**src/rtl/os_pkg.sv**
```systemverilog
package os_pkg;

  typedef enum logic {
    PH_IDLE  = 1'b0,
    PH_PULSE = 1'b1
  } os_phase_e;

endpackage

```
**src/rtl/os_rst_sync.sv**
```systemverilog
module os_rst_sync (
  input  logic clk,
  input  logic rst_n,
  output logic rst_sync_n
);

  logic [1:0] sync_q;

  always_ff @(posedge clk or negedge rst_n) begin
    if (!rst_n) begin
      sync_q <= 2'b00;
    end else begin
      sync_q <= {sync_q[0], 1'b1};
    end
  end

  assign rst_sync_n = sync_q[1];

endmodule

```
**src/rtl/os_loader.sv**
```systemverilog
module os_loader #(
  parameter int CNT_W  = 16,
  parameter int BYTE_W = 8
) (
  input  logic              clk,
  input  logic              rst_n,
  input  logic              wr_en,
  input  logic [BYTE_W-1:0] wr_data,
  output logic [CNT_W-1:0]  count_q,
  output logic              loaded_q
);

  localparam int NBYTES = CNT_W / BYTE_W;
  localparam int PTR_W  = (NBYTES > 1) ? $clog2(NBYTES) : 1;

  logic [PTR_W-1:0] ptr_q, ptr_d;
  logic [CNT_W-1:0] stage_q, stage_d;
  logic [CNT_W-1:0] count_d;
  logic             loaded_d;
  logic             last_byte;

  assign last_byte = (ptr_q == PTR_W'(NBYTES - 1));

  // byte lane capture: the lane selected by the pointer takes the write data
  for (genvar b = 0; b < NBYTES; b++) begin : g_lane
    always_comb begin
      if (wr_en && (ptr_q == PTR_W'(b))) begin
        stage_d[b*BYTE_W +: BYTE_W] = wr_data;
      end else begin
        stage_d[b*BYTE_W +: BYTE_W] = stage_q[b*BYTE_W +: BYTE_W];
      end
    end
  end

  always_comb begin
    ptr_d    = ptr_q;
    count_d  = count_q;
    loaded_d = loaded_q;
    if (wr_en) begin
      if (last_byte) begin
        ptr_d    = '0;
        count_d  = stage_d;
        loaded_d = 1'b1;
      end else begin
        ptr_d = ptr_q + PTR_W'(1);
      end
    end
  end

  always_ff @(posedge clk or negedge rst_n) begin
    if (!rst_n) begin
      ptr_q    <= '0;
      stage_q  <= '0;
      count_q  <= '0;
      loaded_q <= 1'b0;
    end else begin
      ptr_q    <= ptr_d;
      stage_q  <= stage_d;
      count_q  <= count_d;
      loaded_q <= loaded_d;
    end
  end

  AST_PARTIAL_HOLDS: assert property (@(posedge clk) disable iff (!rst_n)
    (wr_en && !last_byte) |=> ($stable(count_q) && $stable(loaded_q)));

  AST_LOAD_ARMS: assert property (@(posedge clk) disable iff (!rst_n)
    (wr_en && last_byte) |=> loaded_q);

endmodule

```
**src/rtl/os_trigger.sv**
```systemverilog
module os_trigger (
  input  logic clk,
  input  logic rst_n,
  input  logic cnt_en,
  input  logic gate_in,
  output logic fire
);

  logic gate_q;
  logic pend_q, pend_d;
  logic rise;
  logic want;

  assign rise = gate_in & ~gate_q;
  assign want = pend_q | rise;
  assign fire = cnt_en & want;

  always_comb begin
    if (cnt_en) begin
      pend_d = 1'b0;
    end else begin
      pend_d = want;
    end
  end

  always_ff @(posedge clk or negedge rst_n) begin
    if (!rst_n) begin
      gate_q <= 1'b0;
      pend_q <= 1'b0;
    end else begin
      gate_q <= gate_in;
      pend_q <= pend_d;
    end
  end

  AST_EDGE_KEPT: assert property (@(posedge clk) disable iff (!rst_n)
    (rise && !cnt_en) |=> (cnt_en |-> fire));

endmodule

```
**src/rtl/os_downcount.sv**
```systemverilog
module os_downcount
  import os_pkg::*;
#(
  parameter int CNT_W = 16
) (
  input  logic             clk,
  input  logic             rst_n,
  input  logic             tick,
  input  logic             fire,
  input  logic [CNT_W-1:0] reload,
  output logic [CNT_W:0]   cnt_q,
  output logic             pulse_n
);

  localparam logic [CNT_W:0] FULL_RANGE = {1'b1, {CNT_W{1'b0}}};

  os_phase_e        phase_q, phase_d;
  logic [CNT_W:0]   cnt_d;
  logic [CNT_W:0]   load_val;

  assign load_val = (reload == '0) ? FULL_RANGE : {1'b0, reload};

  always_comb begin
    phase_d = phase_q;
    cnt_d   = cnt_q;
    if (fire) begin
      phase_d = PH_PULSE;
      cnt_d   = load_val;
    end else if (tick && (phase_q == PH_PULSE)) begin
      cnt_d = cnt_q - (CNT_W+1)'(1);
      if (cnt_q == (CNT_W+1)'(1)) begin
        phase_d = PH_IDLE;
      end
    end
  end

  always_ff @(posedge clk or negedge rst_n) begin
    if (!rst_n) begin
      phase_q <= PH_IDLE;
      cnt_q   <= '0;
    end else begin
      phase_q <= phase_d;
      cnt_q   <= cnt_d;
    end
  end

  assign pulse_n = (phase_q == PH_IDLE);

  AST_LOW_ON_FIRE: assert property (@(posedge clk) disable iff (!rst_n)
    fire |=> !pulse_n);

  AST_RELOAD_FULL: assert property (@(posedge clk) disable iff (!rst_n)
    fire |=> (cnt_q == ((reload == '0) ? FULL_RANGE : {1'b0, $past(reload)})));

  AST_DEC_ONE: assert property (@(posedge clk) disable iff (!rst_n)
    (tick && !fire && !pulse_n) |=> (cnt_q == $past(cnt_q) - (CNT_W+1)'(1)));

  AST_RELEASE_AT_TC: assert property (@(posedge clk) disable iff (!rst_n)
    (tick && !fire && !pulse_n && cnt_q == (CNT_W+1)'(1)) |=> pulse_n);

  AST_HOLD_NO_TICK: assert property (@(posedge clk) disable iff (!rst_n)
    (!tick && !fire) |=> ($stable(cnt_q) && $stable(pulse_n)));

  AST_NO_OVERFLOW: assert property (@(posedge clk) disable iff (!rst_n)
    cnt_q <= FULL_RANGE);

endmodule

```
**src/rtl/oneshot_timer.sv**
```systemverilog
module oneshot_timer #(
  parameter int CNT_W  = 16,
  parameter int BYTE_W = 8
) (
  input  logic              clk,
  input  logic              rst_n,
  input  logic              cnt_en,
  input  logic              gate_in,
  input  logic              wr_en,
  input  logic [BYTE_W-1:0] wr_data,
  output logic [CNT_W-1:0]  count_out,
  output logic              pulse_n
);

  logic             rst_sync_n;
  logic [CNT_W-1:0] hold_len;
  logic             armed;
  logic             fire_raw;
  logic             fire_armed;
  logic [CNT_W:0]   run_cnt;

  os_rst_sync u_rst (
    .clk        (clk),
    .rst_n      (rst_n),
    .rst_sync_n (rst_sync_n)
  );

  os_loader #(.CNT_W(CNT_W), .BYTE_W(BYTE_W)) u_load (
    .clk      (clk),
    .rst_n    (rst_sync_n),
    .wr_en    (wr_en),
    .wr_data  (wr_data),
    .count_q  (hold_len),
    .loaded_q (armed)
  );

  os_trigger u_trig (
    .clk     (clk),
    .rst_n   (rst_sync_n),
    .cnt_en  (cnt_en),
    .gate_in (gate_in),
    .fire    (fire_raw)
  );

  assign fire_armed = fire_raw & armed;

  os_downcount #(.CNT_W(CNT_W)) u_cnt (
    .clk     (clk),
    .rst_n   (rst_sync_n),
    .tick    (cnt_en),
    .fire    (fire_armed),
    .reload  (hold_len),
    .cnt_q   (run_cnt),
    .pulse_n (pulse_n)
  );

  assign count_out = run_cnt[CNT_W-1:0];

  AST_UNARMED_HIGH: assert property (@(posedge clk) disable iff (!rst_sync_n)
    !armed |-> pulse_n);

  AST_WRITE_NO_EFFECT: assert property (@(posedge clk) disable iff (!rst_sync_n)
    (wr_en && !cnt_en) |=> ($stable(pulse_n) && $stable(count_out)));

endmodule

```
**config.mk**
```make
export PLATFORM = sky130hd
export DESIGN_NAME = oneshot_timer
export DESIGN_NICKNAME = d
export VERILOG_FILES = /design/src/rtl/os_pkg.sv /design/src/rtl/os_rst_sync.sv /design/src/rtl/os_loader.sv /design/src/rtl/os_trigger.sv /design/src/rtl/os_downcount.sv /design/src/rtl/oneshot_timer.sv
export SDC_FILE = /design/constraint.sdc
export NUM_CORES = 1
export LEC_CHECK = 0
export ABC_AREA = 1
export BUFFER_PORTS_ARGS = -buffer_cell sky130_fd_sc_hd__buf_4
export CAP_MARGIN = 20
export CORE_ASPECT_RATIO = 0.9
export CORE_UTILIZATION = 36
export CTS_CLUSTER_DIAMETER = 50
export DETAILED_ROUTE_END_ITERATION = 12
export GPL_ROUTABILITY_DRIVEN = 0
export MAX_ROUTING_LAYER = met4
export PLACE_DENSITY = 0.58
export SLEW_MARGIN = 5
export SYNTH_ARGS = -nofsm -noshare
export SYNTH_HDL_FRONTEND = slang
export SYNTH_SLANG_ARGS = --single-unit
```
**constraint.sdc**
```tcl
create_clock -name clk -period 1.9 [get_ports clk]
set_input_delay 0.38 -clock clk [delete_from_list [all_inputs] [get_ports clk]]
set_output_delay 0.38 -clock clk [all_outputs]
set_load 0.05 [all_outputs]
```
==> flow_metrics.env, run 1 <==
export IMPL_synth_edff_count=0
export IMPL_synthSimpleGateAreaFrac_pct=31.6
export IMPL_synth_most_common_cell="nand2_1"
export IMPL_synth_flop_cell="dfrtp_1"
export IMPL_vias_per_cell=4.56
export IMPL_p_per_area_mw_per_mm2=1330
export IMPL_synthAdderAreaFrac_pct=0.955
export IMPL_clockBufferDepth=2
export IMPL_hold_violations=0
export IMPL_maxCapViolCount=0
export IMPL_synth_distinct_cells=28
export IMPL_startpoint_type="flop"
export IMPL_drive_above_1_share_pct=15.9
export IMPL_dr_pass1_iters=5
export IMPL_p_leak_nw=1.48
export IMPL_final_min_clock_period_ps=1550
export IMPL_ys_ff_latch=48
export IMPL_diodes=0
export IMPL_wl_microns=5520
export IMPL_clock_root_buffer="clkbuf_8"
export IMPL_critPathKind="reg2reg"
export IMPL_first_iter_violations=107
export IMPL_dp_cells=448
export IMPL_hold_class="in2reg"
export IMPL_core_area_sq_mm=0.00704
export IMPL_worstMarginPinSlew_ps=553
export IMPL_synth_area_mux_share_pct=0
export IMPL_skew_ps=4.15
export IMPL_yosys_area_top_type="dfrtp_1"
export IMPL_cts_tree="done"
export IMPL_grt_pass1_vias=1999
export IMPL_required_ps=2090
export IMPL_fp_dieW_microns=91.9
export IMPL_async_reset_ff_share_pct=100
export IMPL_port_buffers=29
export IMPL_synthesis_area_sq_mm=0.00262
export IMPL_yosysWarnings=0
export IMPL_synth_top_family_by_area="simple AND/OR/NAND/NOR gates"
export IMPL_start_util_pct=37.2
export IMPL_cp_end_kind="flop"
export IMPL_synth_compound_area_share_pct=7.78
export IMPL_die_h_microns=82.9
export IMPL_setup_tns_ps=0
export IMPL_clock_latency_ps=300
export IMPL_status="complete, no violations"
export IMPL_antenna_found_initial=0
export IMPL_vdd_drop_max_v=0.000506
export IMPL_cts_made_buffers=5
export IMPL_postSynthCellCount=349
export IMPL_remaining_drc_errors=0
export IMPL_max_freq_ghz=0.647
export IMPL_dp_final_hpwl_microns=4060
export IMPL_grt_pass1_wl_microns=9450
export IMPL_fin_util_pct=41.2
export IMPL_final_nets=378
export IMPL_synthesis_nets=364
export IMPL_grt_total_usage_pct=16.1
export IMPL_clkSinkCount=48
export IMPL_path_clk_slew_ps=90
export IMPL_synth_common_cells="102 x nand2_1, 50 x nor2_1, 48 x dfrtp_1"
export IMPL_relSlewSlack_pct=63.1
export IMPL_gr_total_overflow=0
export IMPL_postRouteAntennaNets=0
export IMPL_fill_cells=771
export IMPL_grt_max_degree=26
export IMPL_syn_to_final_growth_pct=10.8
export IMPL_synth_xor_area_share_pct=0
export IMPL_synth_top_area_share_pct=45.8
export IMPL_worst_hold_slack_ps=192
export IMPL_maxSlewViolCount=0
export IMPL_ys_seq_area_share_pct=45.8
export IMPL_worst_path_max_fanout=8
export IMPL_finalSetupViolations=0
export IMPL_cts_resized_gates=0
export IMPL_syn_avg_cell_area_sq_um=7.51
export IMPL_pin_count=30
export IMPL_wl_per_cell_microns=12.1
export IMPL_vias=2084
export IMPL_dieArea_sq_mm=0.00762
export IMPL_period_share_pct=81.4
export IMPL_cp_arrival_ps=1740
export IMPL_layout_cells_non_filler=457
export IMPL_rsz0062_at_grt="false"
export IMPL_post_cts_buffers=0
export IMPL_synth_area_leaders="dfrtp_1 46%, nand2_1 15%, nor2_1 7.2%, inv_1 5.4%, buf_4 5.2%"
export IMPL_htree_num_levels=2
export IMPL_rows=29
## timing repair
action | in CTS | in global routing
hold buffers | 1 | 0
setup endpoints to repair | 0 | 0
endpoints found under the hold margin | 2 | 0
## cells by family after synthesis
group,count (synthesis)
adders and majority gates,2
buffers and inverters,67
and+or+nand+nor,194
DFF,48
other,1
AOI/OAI and AO/OA,37
## routing by layer
layer  wire (microns)  GRT usage, %  vias up
met5                0             -        -
met1             2910          22.4      942
met2             2360          23.8       47
met4               36          5.11        0
li1                 -             -     1093
met3              222          3.02        2
## power breakdown
group / leakage (nW) / switching [mW] / internal [mW] / total (mW)
Sequential: 0.561 / 0.295 / 1.29 / 1.59
Combinational: 0.863 / 1.06 / 0.487 / 1.55
Clock: 0.0552 / 0.339 / 0.391 / 0.730
## per-stage QoR
step	power, mW	setup slack, ps	area (sq um)
3_5_place_dp	3.16	375	2790
5_1_grt	4.15	177	2900
6_report	3.87	354	2900
3_3_place_gp	3.15	429	2790
2_1_floorplan	2.91	465	2620
4_1_cts	3.90	342	2900
## cell usage in the layout (no fill, tap or decap)
cell type and count:
nor3_1 1, nand4_1 2, and2_1 1, nand3_1 23, nor2_4 2, nand2_4 3, nor2_2 1, clkbuf_8 5
dfrtp_1 47, nand2_2 7, clkbuf_1 1, inv_8 1, bufinv_16 1, dfrtp_2 1, o211ai_1 2, ha_1 2
clkinv_2 1, inv_2 1, or2_1 1, o21ai_0 18, a22oi_2 1, a21oi_1 11, dlygate4sd3_1 1, conb_1 1
a31oi_1 5, inv_1 38, buf_4 33, or2_2 1, nor2_1 50, nand2_1 102
## final cells by class
| class | instances | area, sq um | share of cell area (%) |
|---|---|---|---|
| clock buffer | 6 | 72.6 | 2.50 |
| clock inverter | 2 | 35.0 | 1.21 |
| inverter | 40 | 158 | 5.43 |
| multi-input combinational | 234 | 1060 | 36.6 |
| sequential | 48 | 1200 | 41.4 |
| tap | 93 | 116 | 4.01 |
| timing repair buffer | 34 | 258 | 8.88 |
## final timing paths
| path | start | end | slack (ps) | depth (start not counted) |
|---|---|---|---|---|
| worst max-delay path | u_cnt.cnt_q[0] | u_cnt.cnt_q[12] | 350 | 9 |
| worst min-delay path | gate_in | u_trig.gate_q | 190 | 1 |
| worst max register to register | u_cnt.cnt_q[0] | u_cnt.cnt_q[12] | 350 | 9 |
| worst min register to register | u_rst.sync_q[1] | u_load.stage_q[0] | 200 | 0 |
| max in group asynchronous | u_rst.sync_q[1] | u_cnt.cnt_q[7] | 1150 | 1 |
| min in group asynchronous | u_rst.sync_q[1] | u_load.stage_q[0] | 200 | 0 |
## state kept, by name (all words and copies together), names as in the netlist
register          flops
u_trig.gate_q         1
u_cnt.phase_q         1
u_trig.pend_q         1
u_load.stage_q        8
u_load.loaded_q       1
u_load.count_q       16
u_load.last_byte      1
u_rst.sync_q          2
u_cnt.cnt_q          17
## critical path: stages, from the launching register on
cell and delay (ps):
dfrtp_1 400, inv_1 130, ha_1 230, nand2_2 110, nor2_4 210, nand3_1 100, nand3_1 90, nand2_1 50
nand2_1 50, nand2_1 50
Power figures use the tool's default switching activity.
==> run 2: changes to the inputs <==
--- a/config.mk
+++ b/config.mk
@@ -5,7 +5,7 @@
 export SDC_FILE = /design/constraint.sdc
 export NUM_CORES = 1
 export LEC_CHECK = 0
-export ABC_AREA = 1
+export ABC_AREA = 0
 export BUFFER_PORTS_ARGS = -buffer_cell sky130_fd_sc_hd__buf_4
 export CAP_MARGIN = 20
 export CORE_ASPECT_RATIO = 0.9
@@ -14,7 +14,7 @@
 export DETAILED_ROUTE_END_ITERATION = 12
 export GPL_ROUTABILITY_DRIVEN = 0
 export MAX_ROUTING_LAYER = met4
-export PLACE_DENSITY = 0.58
+export PLACE_DENSITY = 0.6
 export SLEW_MARGIN = 5
 export SYNTH_ARGS = -nofsm -noshare
 export SYNTH_HDL_FRONTEND = slang
==> constraint.sdc (replaced) <==
create_clock -name clk -period 1.3 [get_ports clk]
set_input_delay 0.26 -clock clk [delete_from_list [all_inputs] [get_ports clk]]
set_output_delay 0.26 -clock clk [all_outputs]
set_load 0.05 [all_outputs]
==> run 2 against run 1 <==
Against the previous run:
- the flow now finishes with violations (setup timing)
- critical path depth decreased by 5
- die area decreased by 13%
- sequential power increased by 55%
- clock skew decreased by 0.88 ps
- first-iteration DRC count increased by 64%
- clock-buffer cell count increased by 1
- final area increased by 24%
- largest cell class unchanged
- highest routed layer unchanged
==> flow_metrics.env, run 2 <==
export IMPL_synth_distinct_cells=37
export IMPL_ys_seq_area_share_pct=52.8
export IMPL_clkSinkCount=48
export IMPL_setup_tns_ps=-6920
export IMPL_fp_dieW_microns=85.8
export IMPL_grt_pass1_vias=1949
export IMPL_p_per_area_mw_per_mm2=2240
export IMPL_max_freq_ghz=0.512
export IMPL_port_buffers=29
export IMPL_hold_class="in2reg"
export IMPL_postSynthCellCount=233
export IMPL_antenna_found_initial=0
export IMPL_worst_path_max_fanout=3
export IMPL_wl_per_cell_microns=14.4
export IMPL_clock_latency_ps=310
export IMPL_final_nets=340
export IMPL_multi_input_area_sq_mm=0.00112
export IMPL_skew_ps=3.27
export IMPL_drive_above_1_share_pct=48.8
export IMPL_r2r_start="u_cnt.cnt_q[6]"
export IMPL_vias=1944
export IMPL_startpoint_type="flop"
export IMPL_synth_flop_cell="dfrtp_1"
export IMPL_ff_latch_area_sq_mm=0.00120
export IMPL_first_iter_violations=175
export IMPL_grt_max_degree=47
export IMPL_vias_per_cell=4.71
export IMPL_path_clk_slew_ps=90
export IMPL_r2r_cells=4
export IMPL_regMostFlops="u_cnt.cnt_q"
export IMPL_worst_hold_slack_ps=55.0
export IMPL_crit_path_end="u_cnt.cnt_q[16]"
export IMPL_layout_common_cells="69 x buf_4, 54 x nand2_1, 47 x dfrtp_1, 27 x buf_6, 15 x nor2_1"
export IMPL_maxCapViolCount=0
export IMPL_gr_total_overflow=0
export IMPL_postRouteAntennaNets=0
export IMPL_maxSlewViolCount=0
export IMPL_required_ps=1530
export IMPL_synthesis_area_sq_mm=0.00228
export IMPL_worstSetupStartpoint="u_cnt.cnt_q[6]"
export IMPL_ys_ff_latch=48
export IMPL_remaining_drc_errors=0
export IMPL_clockBufferDepth=2
export IMPL_yosys_area_top_type="dfrtp_1"
export IMPL_dr_pass1_iters=4
export IMPL_hold_violations=0
export IMPL_largest_reg_flops=17
export IMPL_layout_commonest_cell="buf_4"
export IMPL_dp_final_hpwl_microns=3850
export IMPL_grt_pass1_wl_microns=9390
export IMPL_rows=27
export IMPL_synthesis_nets=248
export IMPL_cts_tree="done"
export IMPL_synth_most_common_cell="nand2_1"
export IMPL_syn_avg_cell_area_sq_um=9.77
export IMPL_finalSetupViolations=21
export IMPL_p_leak_nw=1.69
export IMPL_final_min_clock_period_ps=1950
export IMPL_regToRegSetupSlack_ps=-650
export IMPL_core_area_sq_mm=0.00611
export IMPL_finalPower_mw=8.07
export IMPL_die_h_microns=77.4
export IMPL_cts_made_buffers=5
export IMPL_dieArea_sq_mm=0.00664
export IMPL_yosysWarnings=0
export IMPL_vdd_drop_max_v=0.000928
export IMPL_cp_arrival_ps=2180
export IMPL_pin_count=30
export IMPL_violations="setup timing"
export IMPL_async_reset_ff_share_pct=100
export IMPL_fill_cells=494
export IMPL_cp_end_kind="flop"
export IMPL_grt_total_usage_pct=19.2
export IMPL_period_share_pct=150
export IMPL_synth_area_leaders="dfrtp_1 53%, nand2_1 9.1%, buf_4 5.3%, mux2_2 4.0%, xor2_1 3.1%"
export IMPL_reg_largest_list="u_cnt.cnt_q x17, u_load.count_q x16, u_load.stage_q x8"
export IMPL_synth_top_area_share_pct=52.8
export IMPL_syn_to_final_growth_pct=58.4
export IMPL_status="finished, violations left"
export IMPL_wl_microns=5930
export IMPL_start_util_pct=37.2
export IMPL_synth_edff_count=0
export IMPL_clock_root_buffer="clkbuf_8"
export IMPL_synth_common_cells="55 x nand2_1, 48 x dfrtp_1, 18 x nor2_1"
export IMPL_rsz0062_at_grt="true"
export IMPL_setup_ws_ps=-655
export IMPL_diodes=0
export IMPL_post_place_ws_ps=-673
export IMPL_htree_num_levels=2
export IMPL_reg2reg_to="u_cnt.cnt_q[16]"
export IMPL_critPathKind="reg2reg"
## run 2: cell types whose count changed after synthesis, sizes merged, moves of 5 or more
cell	previous run	this run
a22o	0	5
a31oi	5	0
buf	26	17
clkbuf	1	8
inv	40	5
mux2	0	8
nand2	112	55
nand3	23	4
nor2	53	18
nor4	0	8
o21ai	18	1
xor2	0	8
## run 2: final cells by class
cell class                 count  area share [%]
clock buffer                   7            2.39
clock inverter                 1           0.243
inverter                       5           0.659
multi-input combinational    155            31.1
sequential                    48            33.4
tap                           87            3.02
timing repair buffer         110            29.2
## run 2: cells by family after synthesis
group           Yosys count  share of synthesized area, %
simple gates            102                          20.0
flops                    48                          52.8
compound gates           30                          9.62
buf+inv                  30                          7.64
xor+xnor                 10                          3.85
mux                      10                          4.84
fa+ha+maj                 2                          1.10
other cells               1                         0.165
## run 2: through the flow
step / instance area [sq um] / std cells / utilization [%]
CTS: 3300 / 400 / 54.0
detailed placement: 2960 / 386 / 48.5
floorplan: 2310 / 233 / -
global placement: 2960 / 386 / 48.5
global route: 3600 / 413 / 59.0
finish: 3600 / 413 / 59.0
## run 2: per-layer routing
metal / wire [microns] / share of wire, % / global-route usage [%]
met3: 198 / 3.3 / 3.62
met4: 94 / 1.6 / 7.00
met1: 2890 / 49 / 26.4
met2: 2750 / 46 / 28.2
met5: 0 / 0 / -
## run 2: how the worst min path moves through the flow
stage | from | end | cells past startpoint
floorplan | rst_n | u_rst.sync_q[0] | 0
global placement | rst_n | u_rst.sync_q[0] | 1
detailed placement | rst_n | u_rst.sync_q[0] | 1
CTS | gate_in | u_trig.gate_q | 1
global route | gate_in | u_trig.gate_q | 1
finish | gate_in | u_trig.gate_q | 1
## run 2: what timing repair did
item	CTS	global route
pin swaps	15	15
hold buffers	1	0
gates resized for setup	47	44
gates cloned	0	2
endpoints found under the setup margin	23	32
endpoints found under the hold margin	2	0
buffers inserted	5	17
## run 2: where the power goes
part	internal (mW)	switching (mW)
clock	0.437	0.519
combinational	2.28	2.36
sequential	2.10	0.368
total	4.82	3.25
## run 2: worst max-delay path, cell delays in order, from the launching register on
cell	delay (ps)
dfrtp_1	390
or4_4	530
buf_4	170
or4_4	500
a311oi_2	270
==> run 3: changes to the inputs <==
--- a/config.mk
+++ b/config.mk
@@ -8,7 +8,6 @@
 export ABC_AREA = 0
 export BUFFER_PORTS_ARGS = -buffer_cell sky130_fd_sc_hd__buf_4
 export CAP_MARGIN = 20
-export CORE_ASPECT_RATIO = 0.9
 export CORE_UTILIZATION = 36
 export CTS_CLUSTER_DIAMETER = 50
 export DETAILED_ROUTE_END_ITERATION = 12
==> constraint.sdc (replaced) <==
create_clock -name clk -period 1.3 [get_ports clk]
set_input_delay 0.26 -clock clk [delete_from_list [all_inputs] [get_ports clk]]
set_output_delay 0.26 -clock clk [all_outputs]
set_load 0.005 [all_outputs]
==> run 3 against run 2 <==
Against the previous run:
- the flow still finishes with violations (setup timing)
- worst hold slack improved by 13 ps
- clock power rose by 36%
- critical path depth did not move
- wire length rose by 3.8%
- largest cell class unchanged
==> flow_metrics.env, run 3 (synthesized netlist as in run 2, its figures left out) <==
export IMPL_status="finished, violations left"
export IMPL_violations="setup timing"
export IMPL_dr_pass1_iters=4
export IMPL_clock_latency_ps=310
export IMPL_die_h_microns=81.5
export IMPL_path_clk_slew_ps=90
export IMPL_gr_total_overflow=0
export IMPL_start_util_pct=37.8
export IMPL_post_place_ws_ps=-688
export IMPL_regMostFlops="u_cnt.cnt_q"
export IMPL_cp_arrival_ps=2210
export IMPL_pin_count=30
export IMPL_drive_above_1_share_pct=47.6
export IMPL_p_per_area_mw_per_mm2=2090
export IMPL_maxCapViolCount=0
export IMPL_grt_max_degree=47
export IMPL_grt_pass1_vias=1966
export IMPL_layout_common_cells="82 x buf_4, 54 x nand2_1, 47 x dfrtp_1, 16 x buf_6, 14 x nor2_1"
export IMPL_dp_cells=365
export IMPL_cp_end_kind="flop"
export IMPL_wl_per_cell_microns=15.6
export IMPL_largest_reg_flops=17
export IMPL_rsz0062_at_grt="true"
export IMPL_setup_ws_ps=-707
export IMPL_diodes=0
export IMPL_rows=28
export IMPL_required_ps=1500
export IMPL_worst_path_max_fanout=5
export IMPL_p_leak_nw=1.62
export IMPL_final_nets=333
export IMPL_max_freq_ghz=0.498
export IMPL_cts_made_buffers=5
export IMPL_gr_usage_met1_pct=27.1
export IMPL_layout_commonest_cell="buf_4"
export IMPL_maxSlewViolCount=0
export IMPL_period_share_pct=154
export IMPL_grt_met2_usage_pct=32.4
export IMPL_wl_microns=6160
export IMPL_dp_final_hpwl_microns=3780
export IMPL_grt_total_usage_pct=20.7
export IMPL_first_iter_violations=145
export IMPL_dieArea_sq_mm=0.00664
export IMPL_hold_depth=1
export IMPL_startpoint_type="flop"
export IMPL_critPathKind="reg2reg"
export IMPL_clockBufferDepth=2
export IMPL_syn_to_final_growth_pct=52.0
export IMPL_reg_largest_list="u_cnt.cnt_q x17, u_load.count_q x16, u_load.stage_q x8"
export IMPL_r2r_start="u_cnt.cnt_q[6]"
export IMPL_holdPathEnd="u_trig.gate_q"
export IMPL_core_area_sq_mm=0.00603
export IMPL_hold_violations=0
export IMPL_min_from="gate_in"
export IMPL_hold_class="in2reg"
export IMPL_final_min_clock_period_ps=2010
export IMPL_remaining_drc_errors=0
export IMPL_cts_tree="done"
export IMPL_htree_num_levels=2
export IMPL_grt_pass1_wl_microns=9740
export IMPL_clock_root_buffer="clkbuf_8"
export IMPL_r2r_cells=4
export IMPL_vias_per_cell=4.88
export IMPL_gr_max_usage_layer="met2"
export IMPL_finalSetupViolations=21
export IMPL_use_met3_pct=3.67
export IMPL_worstSetupStartpoint="u_cnt.cnt_q[6]"
export IMPL_clkSinkCount=48
export IMPL_vias=1921
export IMPL_port_buffers=29
export IMPL_layout_cells_non_filler=394
export IMPL_skew_ps=6.04
export IMPL_postRouteAntennaNets=0
export IMPL_vdd_drop_max_v=0.00106
export IMPL_reg2reg_to="u_cnt.cnt_q[14]"
export IMPL_antenna_found_initial=0
export IMPL_regToRegSetupSlack_ps=-710
export IMPL_fp_dieW_microns=81.5
-- run 3: worst max path at each step --
stage                            endpoint  slack (ps)
after floorplan           u_cnt.cnt_q[10]        -710
after global placement    u_cnt.cnt_q[12]        -650
after detailed placement  u_cnt.cnt_q[14]        -690
after CTS                 u_cnt.cnt_q[14]        -670
after global routing      u_cnt.cnt_q[14]        -750
final                     u_cnt.cnt_q[14]        -710
-- run 3: power by group --
part | internal, mW | switching, mW | total (mW)
Sequential | 2.10 | 0.386 | 2.49
Clock | 0.769 | 0.530 | 1.30
Combinational | 1.92 | 1.53 | 3.45
-- run 3: final cells by class --
type | instances | area (sq um)
clock buffer | 6 | 72.6
clock inverter | 2 | 60.1
fill | 521 | 2570
inverter | 5 | 18.8
multi-input combinational | 156 | 1140
sequential | 48 | 1200
tap | 75 | 93.8
timing repair buffer | 102 | 868
-- run 3: through the flow --
step / hold slack, ps / instance area (sq um) / setup TNS (ps) / total power, mW / util (%)
floorplan: -35.6 / 2310 / -4590 / 4.01 / -
global placement: 43.6 / 2870 / -8590 / 5.24 / 47.6
detailed placement: 43.3 / 2870 / -8600 / 5.29 / 47.6
CTS: 62.8 / 3320 / -6430 / 6.96 / 55.1
global route: 57.9 / 3460 / -8270 / 7.72 / 57.4
finish: 68.0 / 3460 / -7200 / 7.24 / 57.4
-- run 3: worst max-delay path, cell delays in order, from the launching register on --
cell     delay (ps)
dfrtp_1         410
or4_4           550
or3_4           370
o31a_1          270
o32a_1          300
-- run 3: repair_timing --
action	in CTS	in global routing
hold buffers	1	0
pin swaps	15	19
endpoints found under the hold margin	2	0
buffers inserted	11	10
cloned	3	0
gates resized for setup	45	21
endpoints found under the setup margin	17	20
-- run 3: metal layers --
metal  part of all wire, %  routed length [microns]  vias up
met5                     0                        0        -
met4                   1.4                       86        0
met3                   3.6                      221        8
met2                    50                     3060       37
met1                    45                     2790      921
li1                      -                        -      955
